File: src/rtl/smbus_host_pkg.sv
package smbus_host_pkg;

    typedef enum logic [1:0] {
        OP_START = 2'b00,
        OP_WRITE = 2'b01,
        OP_READ  = 2'b10,
        OP_STOP  = 2'b11
    } eng_op_e;

    typedef enum logic [3:0] {
        S_IDLE, S_START, S_AW, S_CMD, S_CNTW, S_DW,
        S_RS, S_AR, S_CNTR, S_DR, S_STOP
    } seq_state_e;

    localparam logic [3:0] A_STAT  = 4'h0;
    localparam logic [3:0] A_CTRL  = 4'h2;
    localparam logic [3:0] A_CMD   = 4'h3;
    localparam logic [3:0] A_XADDR = 4'h4;
    localparam logic [3:0] A_DAT0  = 4'h5;
    localparam logic [3:0] A_DAT1  = 4'h6;
    localparam logic [3:0] A_BLK   = 4'h7;
    localparam logic [3:0] A_AUX   = 4'hD;

    localparam logic [2:0] PROTO_BLOCK = 3'b101;

endpackage

File: src/rtl/smbus_blk_buf.sv
module smbus_blk_buf #(
    parameter int DEPTH = 32,
    parameter int IDXW  = $clog2(DEPTH)
) (
    input  logic            clk,
    input  logic            we,
    input  logic [IDXW-1:0] waddr,
    input  logic [7:0]      wdata,
    input  logic [IDXW-1:0] raddr_a,
    output logic [7:0]      rdata_a,
    input  logic [IDXW-1:0] raddr_b,
    output logic [7:0]      rdata_b
);
    logic [7:0] mem_q [DEPTH];

    always_ff @(posedge clk) begin
        if (we) mem_q[waddr] <= wdata;
    end

    assign rdata_a = mem_q[raddr_a];
    assign rdata_b = mem_q[raddr_b];
endmodule

File: src/rtl/smbus_blk_seq.sv
module smbus_blk_seq
    import smbus_host_pkg::*;
#(
    parameter int DEPTH = 32,
    parameter int IDXW  = $clog2(DEPTH)
) (
    input  logic            clk,
    input  logic            rst_n,
    input  logic            go,
    input  logic            kill,
    input  logic [7:0]      xaddr,
    input  logic [7:0]      cmd,
    input  logic [7:0]      wr_cnt,
    input  logic [7:0]      buf_rdata,
    output logic [IDXW-1:0] buf_idx,
    output logic            buf_we,
    output logic [7:0]      buf_wdata,
    output logic            cnt_we,
    output logic [7:0]      cnt_val,
    output logic            busy,
    output logic            done_ok,
    output logic            dev_err,
    output logic            killed,
    output logic            eng_req,
    output logic [1:0]      eng_op,
    output logic [7:0]      eng_wdata,
    output logic            eng_nack_out,
    input  logic            eng_ack,
    input  logic            eng_rx_nack,
    input  logic [7:0]      eng_rdata
);
    typedef struct packed {
        seq_state_e    st;
        logic [IDXW:0] idx;
        logic [7:0]    cnt;
        logic          err;
    } seq_t;

    seq_t q, d;
    logic [IDXW:0] idx_nx;
    logic          last;

    function automatic logic bad_count(input logic [7:0] c);
        return (c == 8'd0) || (c > 8'(DEPTH));
    endfunction

    assign idx_nx  = q.idx + 1'b1;
    assign last    = (8'(idx_nx) == q.cnt);
    assign buf_idx = q.idx[IDXW-1:0];

    always_comb begin
        d            = q;
        buf_we       = 1'b0;
        cnt_we       = 1'b0;
        done_ok      = 1'b0;
        dev_err      = 1'b0;
        killed       = 1'b0;
        buf_wdata    = eng_rdata;
        cnt_val      = eng_rdata;
        eng_req      = (q.st != S_IDLE);
        busy         = (q.st != S_IDLE);
        eng_nack_out = (q.st == S_DR) && last;
        eng_op       = OP_WRITE;
        eng_wdata    = 8'h00;
        case (q.st)
            S_START, S_RS: eng_op = OP_START;
            S_AW:   eng_wdata = {xaddr[7:1], 1'b0};
            S_CMD:  eng_wdata = cmd;
            S_CNTW: eng_wdata = q.cnt;
            S_DW:   eng_wdata = buf_rdata;
            S_AR:   eng_wdata = {xaddr[7:1], 1'b1};
            S_CNTR, S_DR: eng_op = OP_READ;
            S_STOP: eng_op = OP_STOP;
            default: ;
        endcase

        if (q.st == S_IDLE) begin
            if (go) begin
                if (!xaddr[0] && bad_count(wr_cnt)) begin
                    dev_err = 1'b1;
                end else begin
                    d.st  = S_START;
                    d.cnt = wr_cnt;
                    d.idx = '0;
                    d.err = 1'b0;
                end
            end
        end else if (eng_ack) begin
            if (eng_op == OP_WRITE && eng_rx_nack) begin
                d.err = 1'b1;
                d.st  = S_STOP;
            end else begin
                case (q.st)
                    S_START: d.st = S_AW;
                    S_AW:    d.st = S_CMD;
                    S_CMD:   d.st = xaddr[0] ? S_RS : S_CNTW;
                    S_CNTW:  begin d.st = S_DW; d.idx = '0; end
                    S_DW: begin
                        d.idx = idx_nx;
                        if (last) d.st = S_STOP;
                    end
                    S_RS:    d.st = S_AR;
                    S_AR:    d.st = S_CNTR;
                    S_CNTR: begin
                        cnt_we = 1'b1;
                        d.cnt  = eng_rdata;
                        d.idx  = '0;
                        if (bad_count(eng_rdata)) begin
                            d.err = 1'b1;
                            d.st  = S_STOP;
                        end else begin
                            d.st  = S_DR;
                        end
                    end
                    S_DR: begin
                        buf_we = 1'b1;
                        d.idx  = idx_nx;
                        if (last) d.st = S_STOP;
                    end
                    S_STOP: begin
                        d.st    = S_IDLE;
                        done_ok = !q.err;
                        dev_err = q.err;
                    end
                    default: d.st = S_IDLE;
                endcase
            end
        end

        if (kill && q.st != S_IDLE) begin
            d.st    = S_IDLE;
            killed  = 1'b1;
            done_ok = 1'b0;
            dev_err = 1'b0;
        end
    end

    always_ff @(posedge clk) begin
        if (!rst_n) q <= '{st: S_IDLE, idx: '0, cnt: '0, err: 1'b0};
        else        q <= d;
    end
endmodule

File: src/rtl/smbus_host_regs.sv
module smbus_host_regs
    import smbus_host_pkg::*;
#(
    parameter int BUF_DEPTH = 32
) (
    input  logic       clk,
    input  logic       rst_n,
    input  logic [3:0] reg_addr,
    input  logic       reg_wr,
    input  logic       reg_rd,
    input  logic [7:0] reg_wdata,
    output logic [7:0] reg_rdata,
    output logic       eng_req,
    output logic [1:0] eng_op,
    output logic [7:0] eng_wdata,
    output logic       eng_nack_out,
    input  logic       eng_ack,
    input  logic       eng_rx_nack,
    input  logic [7:0] eng_rdata
);
    localparam int IDXW = $clog2(BUF_DEPTH);

    typedef struct packed {
        logic            intr;
        logic            deverr;
        logic            failed;
        logic            intren;
        logic [2:0]      proto;
        logic            lastb;
        logic            pec;
        logic [7:0]      cmd;
        logic [7:0]      xaddr;
        logic [7:0]      dat0;
        logic [7:0]      dat1;
        logic [1:0]      aux;
        logic [IDXW-1:0] pidx;
    } regs_t;

    regs_t q, d;

    logic            seq_busy, seq_ok, seq_err, seq_killed;
    logic            seq_buf_we, seq_cnt_we;
    logic [7:0]      seq_buf_wdata, seq_cnt_val, seq_buf_rdata, port_rdata;
    logic [IDXW-1:0] seq_idx;
    logic            go, kill, wr_ctrl, blk_acc;
    logic            buf_we;
    logic [IDXW-1:0] buf_waddr;
    logic [7:0]      buf_wdata;
    logic            st_intr, st_deverr, st_failed;

    assign st_intr   = q.intr;
    assign st_deverr = q.deverr;
    assign st_failed = q.failed;

    assign wr_ctrl = reg_wr && reg_addr == A_CTRL;
    assign go      = wr_ctrl && reg_wdata[6] && !seq_busy && reg_wdata[4:2] == PROTO_BLOCK;
    assign kill    = wr_ctrl && reg_wdata[1];
    assign blk_acc = (reg_wr || reg_rd) && reg_addr == A_BLK;

    always_comb begin
        buf_we    = seq_buf_we || (reg_wr && reg_addr == A_BLK);
        buf_waddr = seq_buf_we ? seq_idx : q.pidx;
        buf_wdata = seq_buf_we ? seq_buf_wdata : reg_wdata;
    end

    smbus_blk_buf #(.DEPTH(BUF_DEPTH), .IDXW(IDXW)) u_buf (
        .clk(clk), .we(buf_we), .waddr(buf_waddr), .wdata(buf_wdata),
        .raddr_a(q.pidx), .rdata_a(port_rdata),
        .raddr_b(seq_idx), .rdata_b(seq_buf_rdata)
    );

    smbus_blk_seq #(.DEPTH(BUF_DEPTH), .IDXW(IDXW)) u_seq (
        .clk(clk), .rst_n(rst_n), .go(go), .kill(kill),
        .xaddr(q.xaddr), .cmd(q.cmd), .wr_cnt(q.dat0),
        .buf_rdata(seq_buf_rdata), .buf_idx(seq_idx), .buf_we(seq_buf_we),
        .buf_wdata(seq_buf_wdata), .cnt_we(seq_cnt_we), .cnt_val(seq_cnt_val),
        .busy(seq_busy), .done_ok(seq_ok), .dev_err(seq_err), .killed(seq_killed),
        .eng_req(eng_req), .eng_op(eng_op), .eng_wdata(eng_wdata),
        .eng_nack_out(eng_nack_out), .eng_ack(eng_ack),
        .eng_rx_nack(eng_rx_nack), .eng_rdata(eng_rdata)
    );

    always_comb begin
        d = q;
        if (reg_wr && reg_addr == A_STAT) begin
            if (reg_wdata[1]) d.intr   = 1'b0;
            if (reg_wdata[2]) d.deverr = 1'b0;
            if (reg_wdata[4]) d.failed = 1'b0;
        end
        if (seq_ok)     d.intr   = 1'b1;
        if (seq_err)    d.deverr = 1'b1;
        if (seq_killed) d.failed = 1'b1;

        if (wr_ctrl) begin
            d.intren = reg_wdata[0];
            d.proto  = reg_wdata[4:2];
            d.lastb  = reg_wdata[5];
            d.pec    = reg_wdata[7];
        end
        if (reg_wr) begin
            case (reg_addr)
                A_CMD:   d.cmd   = reg_wdata;
                A_XADDR: d.xaddr = reg_wdata;
                A_DAT0:  d.dat0  = reg_wdata;
                A_DAT1:  d.dat1  = reg_wdata;
                A_AUX:   d.aux   = reg_wdata[1:0];
                default: ;
            endcase
        end
        if (seq_cnt_we) d.dat0 = seq_cnt_val;

        if (reg_rd && reg_addr == A_CTRL) d.pidx = '0;
        else if (blk_acc && q.aux[1])     d.pidx = q.pidx + 1'b1;
    end

    always_comb begin
        case (reg_addr)
            A_STAT:  reg_rdata = {3'b000, st_failed, 1'b0, st_deverr, st_intr, seq_busy};
            A_CTRL:  reg_rdata = {q.pec, 1'b0, q.lastb, q.proto, 1'b0, q.intren};
            A_CMD:   reg_rdata = q.cmd;
            A_XADDR: reg_rdata = q.xaddr;
            A_DAT0:  reg_rdata = q.dat0;
            A_DAT1:  reg_rdata = q.dat1;
            A_BLK:   reg_rdata = port_rdata;
            A_AUX:   reg_rdata = {6'b0, q.aux};
            default: reg_rdata = 8'h00;
        endcase
    end

    always_ff @(posedge clk) begin
        if (!rst_n) q <= '0;
        else        q <= d;
    end
endmodule

File: config.mk
export PLATFORM = sky130hd
export DESIGN_NAME = smbus_host_regs
export DESIGN_NICKNAME = d
export VERILOG_FILES = /design/src/rtl/smbus_host_pkg.sv /design/src/rtl/smbus_blk_buf.sv /design/src/rtl/smbus_blk_seq.sv /design/src/rtl/smbus_host_regs.sv
export SDC_FILE = /design/constraint.sdc
export NUM_CORES = 1
export LEC_CHECK = 0
export BUFFER_PORTS_ARGS = -buffer_cell sky130_fd_sc_hd__buf_2
export CAP_MARGIN = 10
export CORE_ASPECT_RATIO = 0.6
export CORE_UTILIZATION = 35
export CTS_BUF_LIST = sky130_fd_sc_hd__clkbuf_8
export CTS_CLUSTER_DIAMETER = 30
export DETAILED_ROUTE_END_ITERATION = 8
export PLACE_DENSITY = 0.62
export SLEW_MARGIN = 15
export SYNTH_ARGS = -nofsm -noshare
export SYNTH_HDL_FRONTEND = slang
export SYNTH_SLANG_ARGS = --single-unit
File: constraint.sdc
create_clock -name clk -period 2.7 [get_ports clk]
set_input_delay 0.405 -clock clk [delete_from_list [all_inputs] [get_ports clk]]
set_output_delay 0.405 -clock clk [all_outputs]
set_load 0.005 [all_outputs]
---- After elaboration in Yosys (flattened, before gate mapping) ----
Memories as Yosys holds them, arrays and structs flattened. A register that Yosys moved wholly into a read port is not among the register bits.
Cells that the tools add are included.
W data, S select, Z words.
cells by class
  eq/ne operators ......................... 24
  add/subtract/negate cells ............... 2
  magnitude comparators ................... 2
  multiplexer cells ....................... 58
  bitwise gates (word level) .............. 1
  reductions and logical operators ........ 57
operators with widths
  kind                  number
  $mux W19              4
  $pmux W8 S8           1
  $pmux W8 S5           1
  $eq A4 B3 Y1 const B  8
  $mux W8               4
  $pmux W4 S8           1
  $mux W1               31
  $mux W5               5
  $reduce_bool A2 Y1    10
  $mux W18              1
  $eq A4 B2 Y1 const B  4
  $eq A4 B4 Y1 const B  4
  $gt A8 B6 Y1 const B  2
  $logic_not A8 Y1      2
  $reduce_and A2 Y1     8
  $reduce_and A5 Y1     3
  $logic_and A1 B1 Y1   14
  $mux W14              1
  $pmux W6 S2           1
  $reduce_or A2 Y1      6
  $mux W9               1
  $reduce_bool A3 Y1    3
  $eq A6 B8 Y1          1
  $logic_not A4 Y1      2
  other kinds (17)      26
storage, ports and cells
  register bits after elaboration ......... 67
  RAM bits ................................ 256
  word-level logic and storage cells ...... 162
  memories ................................ 1
  output and inout bits ................... 20
memories
  memory       words  width  read ports  clocked after memory_dff  wr ports  line                 source
  u_buf.mem_q  32     8      2           2                         1         smbus_blk_buf.sv:14  logic [7:0] mem_q [DEPTH];

---- Longest topological paths before layout ----
  depth after elaboration ................. 11
  gate-level depth with buffers ........... 8
  mapped depth without buffers ............ 7

---- Hierarchy ----
Synthesis repeated with hierarchy kept, for this count alone.
unflattened totals
  cells, all modules ...................... 1123
  area total of the unflattened synthesis .. 16590.9 um^2
modules (own cells, without submodules)
  module           instances  area each (um^2)  cells each  seq. area each (um^2)
  smbus_blk_buf    1          11887.7           516         7687.4
  smbus_host_regs  1          2842.7            354         960.9
  smbus_blk_seq    1          1860.5            253         380.4

---- Worst setup path after synthesis ----
Ideal clock, no wire load.
  path kind ............................... register -> output
  from .................................... register with a tool-made name
  to ...................................... output reg_rdata[2]
  data arrival time ....................... 2294 ps
  setup slack ............................. 1 ps
  stages on the path, launching flop included .. 7
  path buffers ............................ 2
  cell sequence ........................... dfxtp_1 -> buf_2 -> buf_1 -> mux4_2 -> mux4_2 -> a22oi_1 -> nand2_1
RTL lines
  element           line                   source
  end: declaration  smbus_host_regs.sv:12  output logic [7:0] reg_rdata,

==> key figures <==
Status
  • Status: finished with violations
  • Failing checks: setup timing

Hold path
  • Hold Crit Class: in -> reg

Yosys
  • Number of synthesized flops with an enable pin: 256
  • Post-Syn Instances: approximately 1.1k
  • Synth unique cells: around 70
  • Mapped Area: between 15000 and 20000 um^2
  • Primary FF master, synth: edfxtp_1
  • Syn. warnings: 0
  • Synthesized flop and latch total: around 330
  • Async SR Flop Fraction: 0%
  • Avg Cell Area, Syn: between 15 and 20 um^2
  • Sequential area share after synthesis: 57.0%
  • Syn nets: 1101

Timing
  • Unrepaired setup endpoints after global routing: true
  • Hold Violations, Final: 0
  • Max Clock Freq: ~0.29 GHz
  • Min Clock Period, post-route: ~3.4 ns
  • Final Cycle Share: 127%
  • Final Max Slew Viols: 0
  • Setup violators final: 16
  • Final clock skew: 0.0661 ns
  • Worst-Margin Slew: 0.852 ns
  • Slew margin rel.: between 40% and 50%
  • Setup slack after layout: -0.720 ns

GRT
  • Vias in the first global route: about 11k
  • Largest net degree at the start of global routing: 46
  • GRT Overall Usage: 21.6%
  • Grt total ovfl: 0
  • Initial antenna violation count: 1
  • First-pass GRT wire length: approximately 74 mm

Floorplan
  • Die W: between 200 and 300 um
  • Ports: 46
  • Die area: ~47000 um^2
  • CORE AREA: between 40000 and 50000 um^2
  • Starting Density: between 30% and 40%
  • Die Ht: between 150 and 200 um
  • Std cell rows: 60

Power and ir drop
  • Pwr Density: 561 nW/um^2
  • Combinational share of power: 7.2%
  • Psw: 2790 uW
  • Peak VDD IR: around 0.00041 V
  • Sw frac: around a quarter
  • Clock power share: 42.2%
  • Lkg Pwr: around 0.0066 uW
  • Internal power: 8370 uW
  • Reg power frac: 50.6%

Layout
  • Layout cells sized above 1: between 30% and 40%
  • Fin cells: slightly below 2k
  • Syn-to-layout area delta: 22.9%
  • Fill count: ~4.1k
  • Final instance area: about 20000 um^2
  • Fin nets: around 1.3k

Clock network
  • Clock buffer depth: 3
  • CTS H-tree depth: 2
  • Hold-fix buffers at CTS: 0
  • Inserted Clock Buffers: 56
  • Clock root buffer: clkbuf_8
  • Clk slew on worst S/H paths: ~0.07 ns
  • TritonCTS clock tree: built
  • # clock sinks: approximately 330
  • Clk_lat worst skew: about 0.65 ns

Drt
  • Via/cell ratio: roughly 6
  • Routed Antenna Nets: 0
  • Drt drc: 0
  • Via Count: between 10k and 15k
  • DR iter-0 viols: between 1.5k and 2k
  • Pre-Repair DR Iteration Count: 5
  • Final WL: around 51 mm
  • WL/cell: 26.6 um

Critical path
  • Worst setup EP type: output port
  • Arr. time, crit path: around 3 ns
  • CP required: between 2 and 2.5 ns
  • CP startpoint kind: register
  • CP Max Fanout: 8
  • Setup CP Type: reg -> out

Placement
  • # port buffers: between 40 and 50
  • DP Wirelength: roughly 36 mm
  • Placed cells: approximately 1.8k
  • GPL Wtd Cong: 0.936
  • Area after DPL: roughly 18000 um^2

Run
  • Max-cap check violation count: 0
area by class of cell:
class	count	area, um^2	area share (%)
clock inverter	43	333	1.67
inverter	10	37.5	0.189
antenna	1	2.50	0.0126
clock buffer	59	812	4.08
sequential	333	9250	46.5
multi-input combinational	656	6860	34.4
tap	620	776	3.90
timing repair buffer	208	1840	9.26
logic make-up (layout without fill, tap and decap cells):
logic type | count (synthesis) | in the layout | synth area share (%)
buf+inv | 84 | 320 | 2.15
flops | 333 | 333 | 57.0
xor+xnor | 13 | 13 | 0.703
fa+ha+maj | 2 | 2 | 0.154
other cells | 0 | 1 | 0
compound gates | 120 | 120 | 5.29
simple gates | 288 | 288 | 8.50
mux | 233 | 233 | 26.2
through the flow:
| stage | worst slack [ns] | total power, uW | hold WS [ns] | util (%) | setup TNS, ns |
|---|---|---|---|---|---|
| after CTS | -0.708 | 11200 | 0.0262 | 43.7 | -9.36 |
| after global placement | -0.121 | 6510 | 0.459 | 40.0 | -0.300 |
| after floorplan | 0.00147 | 6220 | 0.445 | - | 0 |
| after detailed placement | -0.113 | 6520 | 0.460 | 40.0 | -0.419 |
| after global routing | -0.765 | 11500 | 0.0350 | 44.0 | -10.25 |
| final | -0.720 | 11200 | 0.0601 | 44.1 | -9.27 |
cell usage in the layout, fill, tap and decap left out, types with 9 or more instances in the layout:
cell / Yosys / layout
nand2_1: 72 / 69
buf_12: 0 / 23
buf_2: 17 / 45
nor2b_1: 17 / 9
dfxtp_1: 77 / 67
a211oi_1: 9 / 9
edfxtp_1: 256 / 256
mux2i_1: 72 / 67
nand2b_1: 12 / 12
buf_4: 1 / 127
mux2_2: 9 / 9
clkbuf_8: 0 / 59
mux4_2: 152 / 152
o21ai_0: 21 / 13
a21oi_1: 24 / 23
nor2_1: 110 / 110
nand3_1: 19 / 13
inv_1: 9 / 30
layer usage:
metal  wire, um  global-route usage, %
met1      22800                   33.7
met2      19700                   27.2
met3       7730                   8.76
met4       1020                   5.25
met5          0                  0.205
synth_stat cells (3+ instances only):
| library cell | number | area share [%] |
|---|---|---|
| or3_1 | 5 | 0.19 |
| edfxtp_1 | 256 | 47 |
| xor2_1 | 6 | 0.32 |
| a22oi_1 | 10 | 0.46 |
| mux4_2 | 152 | 21 |
| nand3b_1 | 5 | 0.23 |
| nor2b_1 | 17 | 0.66 |
| nand2b_1 | 12 | 0.46 |
| mux2i_1 | 72 | 4.5 |
| nor2_1 | 110 | 2.5 |
| a41oi_1 | 3 | 0.16 |
| buf_1 | 8 | 0.19 |
| o221ai_1 | 3 | 0.16 |
| mux2_2 | 9 | 0.63 |
| or2_2 | 3 | 0.12 |
| nor3b_1 | 4 | 0.19 |
| clkbuf_1 | 47 | 1.1 |
| inv_1 | 9 | 0.21 |
| nand2_1 | 72 | 1.7 |
| xnor2_1 | 7 | 0.38 |
| nand4_1 | 6 | 0.23 |
| a31oi_1 | 6 | 0.23 |
| a311oi_1 | 8 | 0.43 |
| buf_2 | 17 | 0.53 |
| nand3_1 | 19 | 0.59 |
| nor4b_1 | 3 | 0.16 |
| o21ai_0 | 21 | 0.65 |
| nor4_1 | 4 | 0.15 |
| and2_1 | 3 | 0.12 |
| a211oi_1 | 9 | 0.42 |
| dfxtp_1 | 77 | 9.5 |
| a222oi_1 | 7 | 0.43 |
| a32o_1 | 4 | 0.25 |
| and3_1 | 4 | 0.15 |
| o211ai_1 | 3 | 0.14 |
| nor3_1 | 10 | 0.31 |
| a21oi_1 | 24 | 0.74 |
sequential cells by signal, summed over array words and instances (netlist names), named ones only:
signal	flops
st_intr	1
u_seq.q	14
u_seq.buf_idx	5
q	45
st_failed	1
u_buf.mem_q	256
st_deverr	1
final timing paths:
check | start | endpoint | slack, ns | cells past startpoint
worst max-delay path | register | reg_rdata[5] | -0.72 | 8
worst min register to register | u_seq.q[0]$_SDFFE_PN0P_ | u_seq.q[0]$_SDFFE_PN0P_ | 0.47 | 2
worst max register to register | q[22]$_SDFFE_PN0P_ | u_seq.q[17]$_SDFFE_PP0P_ | 0.17 | 6
worst min-delay path | eng_ack | u_seq.q[0]$_SDFFE_PN0P_ | 0.06 | 3
what timing repair did:
action,4_1_cts,5_1_grt
pin swaps,15,11
cloned,1,2
endpoints found under the hold margin,0,0
setup buffers,23,8
setup endpoints to repair,17,17
resized for setup,75,26
worst max-delay path: stages (launching register included):
cell      delay (ns)
dfxtp_4         0.39
buf_12          0.14
buf_4           0.12
buf_12          0.09
mux4_2          0.48
mux4_2          0.61
a22oi_2         0.24
o221ai_2        0.14
buf_2           0.15
power by group through the flow:
stage          Clock [uW]  Sequential [uW]  Combinational, uW
4_1_cts              4760             5640                776
3_5_place_dp            0             5750                764
3_3_place_gp            0             5750                755
6_report             4710             5650                802
5_1_grt              4970             5650                870
2_1_floorplan           0             5720                502
(Power assumes the default switching activity.)
